**config.mk**
```make
export PLATFORM = sky130hd
export DESIGN_NAME = par_load_shreg
export DESIGN_NICKNAME = d
export VERILOG_FILES = /design/src/rtl/shreg_pkg.sv /design/src/rtl/pin_sync.sv /design/src/rtl/clk_edge_fsm.sv /design/src/rtl/stage_bank.sv /design/src/rtl/par_load_shreg.sv
export SDC_FILE = /design/constraint.sdc
export NUM_CORES = 1
export LEC_CHECK = 0
export ABC_AREA = 1
export BUFFER_PORTS_ARGS = -buffer_cell sky130_fd_sc_hd__buf_2
export CAP_MARGIN = 10
export CORE_MARGIN = 5
export CORE_UTILIZATION = 45
export CTS_CLUSTER_SIZE = 30
export DETAILED_ROUTE_END_ITERATION = 6
export GPL_TIMING_DRIVEN = 0
export RECOVER_POWER = 50
export SKIP_LAST_GASP = 1
export SYNTH_ARGS = -nofsm -noshare
export SYNTH_HDL_FRONTEND = slang
export SYNTH_SLANG_ARGS = --single-unit
```
**constraint.sdc**
```tcl
create_clock -name clk -period 2.7 [get_ports clk]
set_input_delay 0.54 -clock clk [delete_from_list [all_inputs] [get_ports clk]]
set_output_delay 0.54 -clock clk [all_outputs]
set_load 0.01 [all_outputs]
```
**src/rtl/shreg_pkg.sv**
```systemverilog
package shreg_pkg;

    typedef enum logic {
        CK_LOW  = 1'b0,
        CK_HIGH = 1'b1
    } ck_state_t;

    typedef enum logic [1:0] {
        OP_HOLD  = 2'd0,
        OP_LOAD  = 2'd1,
        OP_SHIFT = 2'd2
    } stage_op_t;

endpackage

```
**src/rtl/pin_sync.sv**
```systemverilog
module pin_sync #(
    parameter int              WIDTH   = 12,
    parameter int              DEPTH   = 2,
    parameter logic [WIDTH-1:0] RST_VAL = '0
) (
    input  logic             clk,
    input  logic             rst_n,
    input  logic [WIDTH-1:0] din,
    output logic [WIDTH-1:0] dout
);

    logic [WIDTH-1:0] ff [DEPTH];

    always_ff @(posedge clk) begin
        if (!rst_n) begin
            for (int i = 0; i < DEPTH; i++) begin
                ff[i] <= RST_VAL;
            end
        end else begin
            ff[0] <= din;
            for (int i = 1; i < DEPTH; i++) begin
                ff[i] <= ff[i-1];
            end
        end
    end

    assign dout = ff[DEPTH-1];

endmodule

```
**src/rtl/clk_edge_fsm.sv**
```systemverilog
module clk_edge_fsm
    import shreg_pkg::*;
(
    input  logic      clk,
    input  logic      rst_n,
    input  logic      comb_clk,
    input  logic      shift_mode,
    output stage_op_t op
);

    ck_state_t state_q;
    ck_state_t state_d;

    // state register
    always_ff @(posedge clk) begin
        if (!rst_n) begin
            state_q <= CK_HIGH;
        end else begin
            state_q <= state_d;
        end
    end

    // next state
    always_comb begin
        state_d = state_q;
        unique case (state_q)
            CK_LOW:  if (comb_clk)  state_d = CK_HIGH;
            CK_HIGH: if (!comb_clk) state_d = CK_LOW;
        endcase
    end

    // outputs
    always_comb begin
        op = OP_HOLD;
        if (!shift_mode) begin
            op = OP_LOAD;
        end else begin
            unique case (state_q)
                CK_LOW:  if (comb_clk) op = OP_SHIFT;
                CK_HIGH: op = OP_HOLD;
            endcase
        end
    end

endmodule

```
**src/rtl/stage_bank.sv**
```systemverilog
module stage_bank
    import shreg_pkg::*;
#(
    parameter int STAGES = 8
) (
    input  logic              clk,
    input  logic              rst_n,
    input  stage_op_t         op,
    input  logic              ser,
    input  logic [STAGES-1:0] par,
    output logic [STAGES-1:0] stg
);

    always_ff @(posedge clk) begin
        if (!rst_n) begin
            stg <= '0;
        end else begin
            unique case (op)
                OP_LOAD:  stg <= par;
                OP_SHIFT: stg <= {stg[STAGES-2:0], ser};
                OP_HOLD:  stg <= stg;
                default:  stg <= stg;
            endcase
        end
    end

endmodule

```
**src/rtl/par_load_shreg.sv**
```systemverilog
module par_load_shreg
    import shreg_pkg::*;
#(
    parameter int STAGES     = 8,
    parameter int SYNC_DEPTH = 2
) (
    input  logic              clk,
    input  logic              rst_n,
    input  logic              shift_ld_n,
    input  logic              clk_a,
    input  logic              clk_b,
    input  logic              ser_in,
    input  logic [STAGES-1:0] par_in,
    output logic              q_last,
    output logic              q_last_n
);

    localparam int PIN_W = STAGES + 4;
    localparam logic [PIN_W-1:0] PIN_RST = {3'b111, 1'b0, {STAGES{1'b0}}};

    logic [PIN_W-1:0]  pins_raw;
    logic [PIN_W-1:0]  pins_s;
    logic              ld_s;
    logic              ca_s;
    logic              cb_s;
    logic              comb_s;
    logic              ser_s;
    logic [STAGES-1:0] par_s;
    logic [STAGES-1:0] stg;
    stage_op_t         op;

    assign pins_raw = {shift_ld_n, clk_a, clk_b, ser_in, par_in};

    pin_sync #(
        .WIDTH   (PIN_W),
        .DEPTH   (SYNC_DEPTH),
        .RST_VAL (PIN_RST)
    ) u_sync (
        .clk   (clk),
        .rst_n (rst_n),
        .din   (pins_raw),
        .dout  (pins_s)
    );

    assign ld_s   = pins_s[PIN_W-1];
    assign ca_s   = pins_s[PIN_W-2];
    assign cb_s   = pins_s[PIN_W-3];
    assign ser_s  = pins_s[STAGES];
    assign par_s  = pins_s[STAGES-1:0];
    assign comb_s = ca_s | cb_s;

    clk_edge_fsm u_fsm (
        .clk        (clk),
        .rst_n      (rst_n),
        .comb_clk   (comb_s),
        .shift_mode (ld_s),
        .op         (op)
    );

    stage_bank #(
        .STAGES (STAGES)
    ) u_bank (
        .clk   (clk),
        .rst_n (rst_n),
        .op    (op),
        .ser   (ser_s),
        .par   (par_s),
        .stg   (stg)
    );

    assign q_last   = stg[STAGES-1];
    assign q_last_n = ~stg[STAGES-1];

endmodule

```
==> results.toml <==
[run_status]
status = "completed"

[clocking]
cts_num_sinks = 33
cts_hold_buf = 0
cts_buffers = 5
cts-root-buf = "clkbuf_4"
clock_path_buffers = 2
cts_tree = "done"
clk_pin_slew_ns = 0.10
ctsHtreeMaxLevel = 2
cts_resized = 0
clock_latency_ns = 0.33
post_cts_buffers = 0

[detailed_routing]
drt_iter0_markers = 6
routedWlPerCell_um = 8.89
firstDrtPassIters = 4
wl_um = 1730
detail-route-antenna-nets = 0
wl_met2_um = 799
dr.max_layer_used = "met4"
drc = 0
route.vias.total = 859
avgViaCountPerCell = 4.41
wl_met1_um = 782
met3_wirelength_um = 115

[power_and_ir_drop]
leakagePower_nw = 0.809
peakVddDrop_mv = 0.528
powerDensity_nw_per_um2 = 695

[flow_run]
max-cap-violations = 0

[floorplan]
io_pins = 16
dieArea_um2 = 3690
core_um2 = 2480
fp.dieW_um = 60.8
die_h_um = 60.8
start_util_pct = 46.8
rows = 18

[sta]
drv_slew = 0
fin_ws_ns = 1.31
post-route-period-util_pct = 51.4
clock.fmax_ghz = 0.721
maxSlewHeadroom_pct = 69.9
setup_tns_ns = 0
worst_slew_pin_slew_ns = 0.452
rsz0062_at_grt = "false"
finClkSkew_ns = 0.00345
min_period_ns = 1.39
hold_violations = 0
finalSetupViolations = 0

[setup_path]
cp.required_ns = 2.16
critPathKind = "reg2out"
rr_startpoint = "u_sync.ff[0][22]"
r2r_end = "u_bank.stg[3]"
path_max_fanout = 3
reg2reg_slack_ns = 1.71
worstRegToRegCells = 7
arrival_ns = 0.85
crit_path_start = "u_bank.stg[7]"
endpoint = "q_last_n"
crit_path_end_kind = "primary output"
critPathLaunchType = "flop"

[finish]
fill_cells = 245
syn2layout_area_growth_pct = 16.0
mostFrequentLayoutCells = "nand2_1 (40), inv_1 (36), dfxtp_1 (33), nand3_1 (17), buf_2 (14)"
final_area_um2 = 1350
diodes = 0
final_common_cell = "nand2_1"
stdcell_count = 195
final_net_count = 178
drive_gt1_share_pct = 16.4

[place]
dpl_worst_slack_ns = 1.57
gp_congestion = 0.697
dp_cells = 187
dp_hpwl_um = 1210
portBuffers = 14
placed_cell_area_um2 = 1270

[grt]
grt_pass1_vias = 812
grt_max_degree = 12
grt_pass1_wl_um = 3150
grt_overflow = 0
antenna_found_initial = 0
grt_usage_pct = 11.9

[synth]
ys_ff_latch = 33
postSynthNetCount = 157
seq_area_frac_synth_pct = 57.0
yosys_warnings = 0
yosysTopAreaCell = "dfxtp_1"
syn_area_per_cell_um2 = 8.11
synth_area_leaders = "dfxtp_1 (57%), nand2_1 (13%), inv_1 (12%)"
synth_cell_types = 11
synthCells = 143
syn_area_um2 = 1160
synth_top_area_share_pct = 57.0

[hold_path]
timing.hold.worst.start = "clk_b"
hp-class = "in2reg"
worst min-delay path by stage:
stage | to | cells past startpoint
finish | u_sync.ff[0][9] | 3
global route | u_sync.ff[0][11] | 3
CTS | u_sync.ff[0][11] | 3
detailed placement | u_sync.ff[0][21] | 2
global placement | u_sync.ff[0][21] | 2
floorplan | u_sync.ff[0][21] | 2
kinds of logic after synthesis:
kind of cell,count (synthesis),synth area share (%)
buffers and inverters,43,16.9
flip-flops,33,57.0
AND/OR/NAND/NOR,67,26.1
final cells by class:
| cell class | count | area [µm²] | area share [%] |
|---|---|---|---|
| buffer | 6 | 46.3 | 3.44 |
| clock buffer | 6 | 51.3 | 3.81 |
| clock inverter | 2 | 37.5 | 2.79 |
| inverter | 37 | 139 | 10.3 |
| multi-input combinational | 67 | 303 | 22.5 |
| sequential | 33 | 661 | 49.1 |
| tap | 30 | 37.5 | 2.79 |
| timing repair buffer | 14 | 70.1 | 5.21 |
cells in the mapped netlist:
| cell type | instances |
|---|---|
| nand4_1 | 8 |
| nand2_1 | 40 |
| buf_2 | 3 |
| nand3_1 | 17 |
| inv_2 | 1 |
| inv_1 | 36 |
| nand2_2 | 1 |
| dfxtp_1 | 33 |
| buf_6 | 2 |
| buf_12 | 1 |
| nand2_4 | 1 |
flip-flops by register name, indices dropped and copies added (netlist names):
name,count
u_bank.stg,8
u_fsm.state_q,1
u_sync.ff,24
report_power, final:
group          switching, W   total, W  internal [W]
combinational     0.0000240  0.0000424     0.0000184
clock              0.000163   0.000383      0.000220
sequential       0.00000466   0.000509      0.000505
critical path: stages (launching register included):
cell	delay [ns]
dfxtp_1	0.36
inv_1	0.04
buf_2	0.13
layer usage:
layer / vias up / global-route usage [%]
met5: - / 0
met4: 0 / 7.74
met3: 5 / 4.47
met2: 22 / 19.5
met1: 369 / 12.7
li1: 463 / -
through the flow:
stage	hold slack, ns	power, W	utilization, %
6_report	0.376	0.000935	54.3
5_1_grt	0.363	0.000984	54.3
4_1_cts	0.362	0.000948	54.7
3_5_place_dp	0.387	0.000566	51.2
3_3_place_gp	0.385	0.000564	51.2
2_1_floorplan	0.380	0.000550	-
Note: power is estimated with default switching activity, not from simulation.
